**config.mk**
```make
export PLATFORM = sky130hd
export DESIGN_NAME = range_clamp_expand
export DESIGN_NICKNAME = d
export VERILOG_FILES = /design/src/rtl/rce_pkg.sv /design/src/rtl/rce_link_qual.sv /design/src/rtl/rce_expand_stage.sv /design/src/rtl/rce_clamp_stage.sv /design/src/rtl/range_clamp_expand.sv
export SDC_FILE = /design/constraint.sdc
export NUM_CORES = 1
export LEC_CHECK = 0
export CORE_AREA = 3 3 94 96
export CTS_CLUSTER_DIAMETER = 80
export CTS_CLUSTER_SIZE = 30
export DETAILED_ROUTE_END_ITERATION = 6
export DIE_AREA = 0 0 97 99
export GPL_TIMING_DRIVEN = 0
export HOLD_SLACK_MARGIN = 0.15
export MAX_ROUTING_LAYER = met4
export PLACE_DENSITY = 0.9
export SYNTH_ARGS = -nofsm -noshare
export SYNTH_HDL_FRONTEND = slang
export SYNTH_HIERARCHICAL = 1
export SYNTH_SLANG_ARGS = --single-unit
```
**constraint.sdc**
```tcl
create_clock -name clk -period 4.2 [get_ports clk]
set_input_delay 1.05 -clock clk [delete_from_list [all_inputs] [get_ports clk]]
set_output_delay 1.05 -clock clk [all_outputs]
set_load 0.005 [all_outputs]
```
**src/rtl/rce_pkg.sv**
```systemverilog
package rce_pkg;

  localparam int PX_W      = 12;
  localparam int LINK_W    = 3;
  localparam int FMT_W     = 3;
  localparam int BASE_D    = 8;
  localparam int LIM_LO_B  = 16;
  localparam int LIM_HI_B  = 235;

  typedef logic [PX_W-1:0] px_t;

  localparam logic [LINK_W-1:0] LK_HDMI   = 3'd1;
  localparam logic [LINK_W-1:0] LK_DP_SST = 3'd2;
  localparam logic [LINK_W-1:0] LK_DP_MST = 3'd3;
  localparam logic [LINK_W-1:0] LK_VIRT   = 3'd4;

  localparam logic [FMT_W-1:0] CF_FULL = 3'd0;
  localparam logic [FMT_W-1:0] CF_D8   = 3'd1;
  localparam logic [FMT_W-1:0] CF_D10  = 3'd2;
  localparam logic [FMT_W-1:0] CF_D12  = 3'd3;
  localparam logic [FMT_W-1:0] CF_PROG = 3'd7;

  // Connector types that may carry widened data.
  function automatic logic link_allows_exp(logic [LINK_W-1:0] lk);
    logic ok;
    case (lk)
      LK_HDMI, LK_DP_SST, LK_DP_MST, LK_VIRT: ok = 1'b1;
      default:                                ok = 1'b0;
    endcase
    return ok;
  endfunction

  // Keep the top 'depth' bits, refill the rest by repeating them downward.
  function automatic px_t widen(px_t x, int depth);
    px_t r;
    r = x;
    for (int i = PX_W - 1; i >= 0; i--) begin
      if (i < PX_W - depth) r[i] = r[i + depth];
    end
    return r;
  endfunction

  // Depth selected by a limit code; 0 means no limiting.
  function automatic int fmt_depth(logic [FMT_W-1:0] f);
    int d;
    case (f)
      CF_D8:   d = 8;
      CF_D10:  d = 10;
      CF_D12:  d = 12;
      default: d = 0;
    endcase
    return d;
  endfunction

  function automatic logic clamp_active(logic en, logic [FMT_W-1:0] f);
    return en && (fmt_depth(f) != 0);
  endfunction

  function automatic px_t range_lo(logic [FMT_W-1:0] f);
    int d;
    int v;
    d = fmt_depth(f);
    if (d == 0) return '0;
    v = (LIM_LO_B << (d - BASE_D)) << (PX_W - d);
    return px_t'(v);
  endfunction

  function automatic px_t range_hi(logic [FMT_W-1:0] f);
    int d;
    int sh;
    int v;
    d = fmt_depth(f);
    if (d == 0) return '1;
    sh = PX_W - d;
    v  = ((LIM_HI_B << (d - BASE_D)) << sh) | ((1 << sh) - 1);
    return px_t'(v);
  endfunction

endpackage

```
**src/rtl/rce_link_qual.sv**
```systemverilog
module rce_link_qual
  import rce_pkg::*;
(
  input  logic              exp_req,
  input  logic [LINK_W-1:0] link_kind,
  output logic              exp_go
);

  logic lk_ok;

  always_comb begin
    lk_ok  = link_allows_exp(link_kind);
    exp_go = exp_req && lk_ok;
  end

endmodule

```
**src/rtl/rce_expand_stage.sv**
```systemverilog
module rce_expand_stage
  import rce_pkg::*;
#(
  parameter int NCH = 3
) (
  input  logic                  clk,
  input  logic                  rst_n,
  input  logic                  in_valid,
  input  logic [NCH*PX_W-1:0]   in_data,
  input  logic                  exp_go,
  input  logic                  exp_mode,
  input  logic                  clamp_en,
  input  logic [FMT_W-1:0]      clamp_fmt,
  output logic                  s1_valid,
  output logic [NCH*PX_W-1:0]   s1_data,
  output logic                  s1_cen,
  output logic [FMT_W-1:0]      s1_fmt
);

  localparam int BUS_W  = NCH * PX_W;
  localparam int SRC8   = 8;
  localparam int SRC10  = 10;

  logic [BUS_W-1:0] wide_nxt;

  for (genvar c = 0; c < NCH; c++) begin : g_ch
    px_t raw;
    px_t wide;
    always_comb begin
      raw = in_data[c*PX_W +: PX_W];
      if (!exp_go)      wide = raw;
      else if (exp_mode) wide = widen(raw, SRC8);
      else              wide = widen(raw, SRC10);
    end
    assign wide_nxt[c*PX_W +: PX_W] = wide;
  end

  always_ff @(posedge clk or negedge rst_n) begin
    if (!rst_n) begin
      s1_valid <= 1'b0;
      s1_data  <= '0;
      s1_cen   <= 1'b0;
      s1_fmt   <= CF_FULL;
    end else begin
      s1_valid <= in_valid;
      if (in_valid) begin
        s1_data <= wide_nxt;
        s1_cen  <= clamp_en;
        s1_fmt  <= clamp_fmt;
      end
    end
  end

endmodule

```
**src/rtl/rce_clamp_stage.sv**
```systemverilog
module rce_clamp_stage
  import rce_pkg::*;
#(
  parameter int NCH = 3
) (
  input  logic                 clk,
  input  logic                 rst_n,
  input  logic                 s1_valid,
  input  logic [NCH*PX_W-1:0]  s1_data,
  input  logic                 s1_cen,
  input  logic [FMT_W-1:0]     s1_fmt,
  output logic                 out_valid,
  output logic [NCH*PX_W-1:0]  out_data,
  output logic [NCH-1:0]       hit_lo,
  output logic [NCH-1:0]       hit_hi
);

  localparam int BUS_W = NCH * PX_W;

  logic             lim_on;
  px_t              lim_lo;
  px_t              lim_hi;
  logic [BUS_W-1:0] lim_nxt;

  // Bounds are shared by every channel of the pixel.
  always_comb begin
    lim_on = clamp_active(s1_cen, s1_fmt);
    lim_lo = range_lo(s1_fmt);
    lim_hi = range_hi(s1_fmt);
  end

  for (genvar c = 0; c < NCH; c++) begin : g_ch
    px_t x;
    px_t y;
    always_comb begin
      x         = s1_data[c*PX_W +: PX_W];
      hit_lo[c] = lim_on && (x < lim_lo);
      hit_hi[c] = lim_on && (x > lim_hi);
      if (hit_lo[c])      y = lim_lo;
      else if (hit_hi[c]) y = lim_hi;
      else                y = x;
    end
    assign lim_nxt[c*PX_W +: PX_W] = y;
  end

  always_ff @(posedge clk or negedge rst_n) begin
    if (!rst_n) begin
      out_valid <= 1'b0;
      out_data  <= '0;
    end else begin
      out_valid <= s1_valid;
      if (s1_valid) out_data <= lim_nxt;
    end
  end

endmodule

```
**src/rtl/range_clamp_expand.sv**
```systemverilog
module range_clamp_expand
  import rce_pkg::*;
#(
  parameter int NCH = 3
) (
  input  logic                 clk,
  input  logic                 rst_n,
  input  logic                 in_valid,
  input  logic [NCH*PX_W-1:0]  in_data,
  input  logic                 exp_en,
  input  logic                 exp_mode,
  input  logic [LINK_W-1:0]    link_kind,
  input  logic                 clamp_en,
  input  logic [FMT_W-1:0]     clamp_fmt,
  output logic                 out_valid,
  output logic [NCH*PX_W-1:0]  out_data
);

  logic                exp_go;
  logic                s1_valid;
  logic [NCH*PX_W-1:0] s1_data;
  logic                s1_cen;
  logic [FMT_W-1:0]    s1_fmt;
  logic [NCH-1:0]      hit_lo;
  logic [NCH-1:0]      hit_hi;

  rce_link_qual u_qual (
    .exp_req   (exp_en),
    .link_kind (link_kind),
    .exp_go    (exp_go)
  );

  rce_expand_stage #(.NCH(NCH)) u_exp (
    .clk       (clk),
    .rst_n     (rst_n),
    .in_valid  (in_valid),
    .in_data   (in_data),
    .exp_go    (exp_go),
    .exp_mode  (exp_mode),
    .clamp_en  (clamp_en),
    .clamp_fmt (clamp_fmt),
    .s1_valid  (s1_valid),
    .s1_data   (s1_data),
    .s1_cen    (s1_cen),
    .s1_fmt    (s1_fmt)
  );

  rce_clamp_stage #(.NCH(NCH)) u_clamp (
    .clk       (clk),
    .rst_n     (rst_n),
    .s1_valid  (s1_valid),
    .s1_data   (s1_data),
    .s1_cen    (s1_cen),
    .s1_fmt    (s1_fmt),
    .out_valid (out_valid),
    .out_data  (out_data),
    .hit_lo    (hit_lo),
    .hit_hi    (hit_hi)
  );

endmodule

```
; Word level (Yosys, flattened, before mapping)
; Cells that the tools add are included.
[word_totals]
reg_bits = 78
elab_cells = 58
[op_classes]
n_addsub = 3
magnitude_cmp = 6
eq_ne = 7
n_shift = 5
n_mux = 19
bitwise_logic = 1
n_reduce_logical = 11
[ops]
columns = cell, count
row1 = 12-bit 2-to-1 mux, 10
row2 = 32-bit by 32-bit left shift with 12-bit output, 2
row3 = 12-bit > comparator, 3
row4 = 12-bit < comparator, 3
row5 = 32-bit logical NOT, 1
row6 = 32-bit nonzero test, 1
row7 = "1-bit by 32-bit left shift with 12-bit output, first input constant", 1
row8 = "5-bit by 32-bit left shift with 32-bit output, first input constant", 1
row9 = "8-bit by 32-bit left shift with 32-bit output, first input constant", 1
row10 = 4-bit 2-to-1 mux, 6
row11 = "3-bit by 2-bit == test with 1-bit output, second input constant", 4
row12 = 12-bit bitwise OR, 1
row13 = 4-bit one-hot mux with 3 select lines, 1
row14 = "12-bit by 2-bit subtractor with 12-bit output, second input constant", 1
row15 = 1-bit logical AND, 8
row16 = "3-bit by 1-bit == test with 1-bit output, second input constant", 2
row17 = "4-bit by 4-bit subtractor with 5-bit output, first input constant", 1
row18 = "4-bit by 4-bit subtractor with 5-bit output, second input constant", 1
row19 = 4-bit OR reduction, 1
row20 = "3-bit == test, second input constant", 1
row21 = 1-bit 2-to-1 mux, 2

; Logic depth before layout (Yosys ltp)
[logic_depth]
word_depth = 11
mapped_depth = 10

; By module
; The synthesis kept the hierarchy.
[modules_own_cells]
columns = module, instances, cells_per_inst, area_per_inst_um2, seq_area_each_um2
row1 = rce_clamp_stage, 1, 263, 2597.5, 925.9
row2 = rce_expand_stage, 1, 128, 1940.6, 1026.0
row3 = rce_link_qual, 1, 3, 17.5, 0.0

; Least setup slack after synthesis
; OpenSTA, ideal clock, no wires.
[synth_timing]
path_kind = register -> register
start = reg u_exp.s1_fmt[1]
end = reg u_clamp.out_data[0]
setup_time_ns = 0.140
arrival_time_ns = 2.357
required_ns = 4.060
path_slack_ns = 1.703
path_stages_with_launch = 11
n_path_buf = 0
synth_period_minus_slack_ns = 2.497
cell_sequence = dfrtp_1 nand2b_1 inv_1 nand2_1 inv_1 ha_1 nand2b_1 a211o_1 a21o_2 a2111oi_2 o32ai_1
[synth_via]
elab_chain_len = 11
word_cells_on_any_way = 25
[synth_lines]
columns = item, line_no
row1 = "start, declared", rce_expand_stage.sv:17  ; output logic [FMT_W-1:0] s1_fmt
row2 = "start signal, assigned", rce_expand_stage.sv:49  ; s1_fmt <= clamp_fmt;
row3 = 3-bit by 2-bit == test with 1-bit output or 3-bit by 1-bit == test with 1-bit output (tied branches), rce_pkg.sv:46  ; case (f)
row4 = 4-bit one-hot mux with 3 select lines (*), rce_pkg.sv:46
row5 = 4-bit by 4-bit subtractor with 5-bit output (on tied branches), "rce_pkg.sv:64, rce_pkg.sv:75, rce_pkg.sv:74"
row6 = 8-bit by 32-bit left shift with 32-bit output or 1-bit by 32-bit left shift with 12-bit output (tied branches), rce_pkg.sv:75  ; v = ((LIM_HI_B << (d - BASE_D)) << sh) | ((1 << sh) - 1);
row7 = 32-bit by 32-bit left shift with 12-bit output or 12-bit by 2-bit subtractor with 12-bit output (tied branches), rce_pkg.sv:75
row8 = 12-bit bitwise OR, rce_pkg.sv:75
row9 = 12-bit 2-to-1 mux, rce_pkg.sv:74  ; sh = PX_W - d;
row10 = 12-bit > comparator, rce_clamp_stage.sv:38  ; hit_hi[c] = lim_on && (x > lim_hi);
row11 = 1-bit logical AND, rce_clamp_stage.sv:38
row12 = 12-bit 2-to-1 mux, rce_clamp_stage.sv:40  ; else if (hit_hi[c]) y = lim_hi;
row13 = 12-bit 2-to-1 mux (*), rce_clamp_stage.sv:39  ; if (hit_lo[c]) y = lim_lo;
row14 = "end signal, assigned", rce_clamp_stage.sv:52  ; if (s1_valid) out_data <= lim_nxt;
row15 = "end, declared", rce_clamp_stage.sv:13  ; output logic [NCH*PX_W-1:0] out_data,
; Mark *: on every way between the ends. The rest lies on a longest branch, timed or not.
; A chain may end at the register's enable or synchronous reset.

; Worst setup path after layout
[layout_timing]
start = reg u_exp.s1_fmt[1]
end = reg u_clamp.out_data[2]
; Same word-level chain as after synthesis.

==> impl_metrics.tcl <==
set metrics [dict create \
    crit_chain "nand2b_1, inv_1, nand2_1, inv_1, ha_1, nand2b_1, a211o_1, a21o_2, a2111oi_2, o32ai_1" \
    min_to "u_clamp/out_data[33]" \
    cts_setup_buffers 0 \
    ant_nets 0 \
    antenna_found_initial 0 \
    ir_drop_v 0.000213 \
    cts-root-buf "clkbuf_8" \
    setup-violations-final 0 \
    die_h_um 99 \
    cts_hold_buf 0 \
    grt_start_max_net_pins 63 \
    initial_core_util_pct 55.9 \
    routedWlPerCell_um 18.5 \
    critical_path_class "flop to flop" \
    cts_buffer_depth 2 \
    syn_to_final_growth_pct 27.5 \
    endpoint_kind "flop" \
    fp.dieW_um 97 \
    core_area_mm2 0.00813 \
    start_kind "flop" \
    swShare_pct 29.4 \
    crit_fanout 7 \
    reg2reg_slack_ns 1.11 \
    fill_cells 561 \
    drv_cap 0 \
    maxSlewHeadroom_pct 55.7 \
    totalWireLength_um 11200 \
    drt-initial-drc-count 183 \
    rows 33 \
    hold_path_depth 2 \
    post-route-period-util_pct 73.6 \
    cts_tree "done" \
    period_needed_ns 3.09 \
    clkSinkCount 78 \
    firstDrtPassIters 5 \
    p_sw_uw 621 \
    timing.rr.start "u_exp/s1_fmt[1]" \
    timing.rr.end "u_clamp/out_data[2]" \
    clockPowerShare_pct 29.9 \
    arrival_ns 3.30 \
    grt_pass1_vias 3748 \
    die_area_mm2 0.00960 \
    h-tree-depth 3 \
    drc 0 \
    avgViaCountPerCell 5.94 \
    synthCells 391 \
    slew_viol_final 0 \
    cp_data_required_time_ns 4.40 \
    layout-drive-gt1-share_pct 15.9 \
    grt.total_usage_pct 24.8 \
    hpwl_um 8520 \
    ys_warn_count 6 \
    synth_area_per_cell_um2 11.6 \
    hold_violations 0 \
    status "finished, final reports clean" \
    hp-start "u_clamp/out_data[33]" \
    power_frac_comb_pct 25.9 \
    rsz0062_at_grt "no" \
    cts_resized 0 \
    pwr-share-seq_pct 44.2 \
    ios 85 \
    place_ws_ns 1.16 \
    crit_path_top_delay_cell "a2111oi_2" \
    diodes 0 \
    cp_top_family "compound AO/OA/AOI/OAI gates" \
    num_vias 3608 \
    p_int_uw 1490 \
    setup_slack_ns 1.11 \
    crit_buf_inv 2 \
    clk_latency_ns 0.35 \
    clk_pin_slew_worst_paths_ns 0.09 \
    syn_area_mm2 0.00454 \
    leakagePower_uw 0.00257 \
    reg2reg_depth 10 \
    finalWeightedCongestion 0.855 \
    skew_ns 0.0141 \
    fin_nets 578 \
    fmax_ghz 0.323 \
    finalPower_uw 2110 \
    numPortBuffers 83 \
    cts_buffers 9 \
    slowest_delay_ns 0.49 \
    grt_pass1_wl_um 18800 \
    cellPowerDensity_mw_per_mm2 364 \
    hp-class "flop to flop" \
    grt_overflow 0 \
    worst_slew_pin_slew_ns 0.664 \
]
worst min-delay path: stages, from the launching register on:
cell     delay, ns
dfrtp_1       0.35
mux2i_1       0.06
o21ai_0       0.06
stage by stage:
step	util [%]	std cells	instance area, µm²	TNS, ns	hold WS (ns)
after floorplan	-	402	4590	0	0.422
after global placement	68.2	590	5550	-36.57	0.484
after detailed placement	68.5	591	5570	0	0.494
after CTS	71.2	607	5790	0	0.517
after global routing	71.2	607	5790	0	0.544
final	71.2	607	5790	0	0.508
power groups by stage:
| stage | registers, µW | logic (µW) | clock network, µW |
|---|---|---|---|
| global placement | 942 | 515 | 0 |
| detailed placement | 948 | 537 | 0 |
| global route | 948 | 597 | 664 |
| finish | 934 | 546 | 631 |
| CTS | 934 | 543 | 633 |
| floorplan | 925 | 297 | 0 |
layout make-up:
type                    instances  area [µm²]  area share [%]
clock inverters                 7        97.6            1.68
plain buffers                  15         169            2.92
repair buffers                 84         856            14.8
well taps                     105         131            2.27
clock buffers                   9         124            2.14
flip-flops and latches         78        1950            33.7
inverters                      24        90.1            1.55
multi-input cells             285        2370            41.0
layer usage:
layer  GRT usage [%]  part of all wire (%)  routed length, µm  up-vias
met5               -                     0                  0        -
met4            10.2                   2.0                224        0
met3            3.33                   5.8                647       20
met2            39.2                    48               5380      138
met1            32.4                    44               4960     1783
li1                -                     -                  -     1667
placed cells by master (no fill, tap or decap), types with 5 or more instances in the layout:
master            n
clkdlybuf4s50_1  82
o32ai_1          12
nor2_1           20
o211ai_1          6
o21ai_0           7
conb_1           12
clkbuf_8         10
ha_1             33
nand4_1           7
a211oi_1          5
mux2i_1          15
a221o_1           6
nand2_1          19
dfrtp_1          78
a21bo_2           6
nor3_1           15
mux2_4           28
nand3b_1          6
inv_1            24
nand2b_1         10
a31oi_1           6
a21oi_1          11
nand3_1          11
sequential cells by signal, indices dropped and copies added (netlist names):
register           cells
u_exp/s1_fmt           3
u_exp/s1_valid         1
u_exp/s1_cen           1
u_clamp/out_valid      1
u_exp/s1_data         36
u_clamp/out_data      36
worst max-delay path by stage:
stage	startpoint	end	cells past startpoint
detailed placement	u_exp/s1_fmt[2]	u_clamp/out_data[3]	10
floorplan	u_exp/s1_fmt[1]	u_clamp/out_data[0]	10
CTS	u_exp/s1_fmt[1]	u_clamp/out_data[2]	10
global placement	rst_n	u_clamp/out_data[25]	1
finish	u_exp/s1_fmt[1]	u_clamp/out_data[2]	10
global route	u_exp/s1_fmt[2]	u_clamp/out_data[24]	10
No activity file was read; power rests on OpenSTA's default activity.
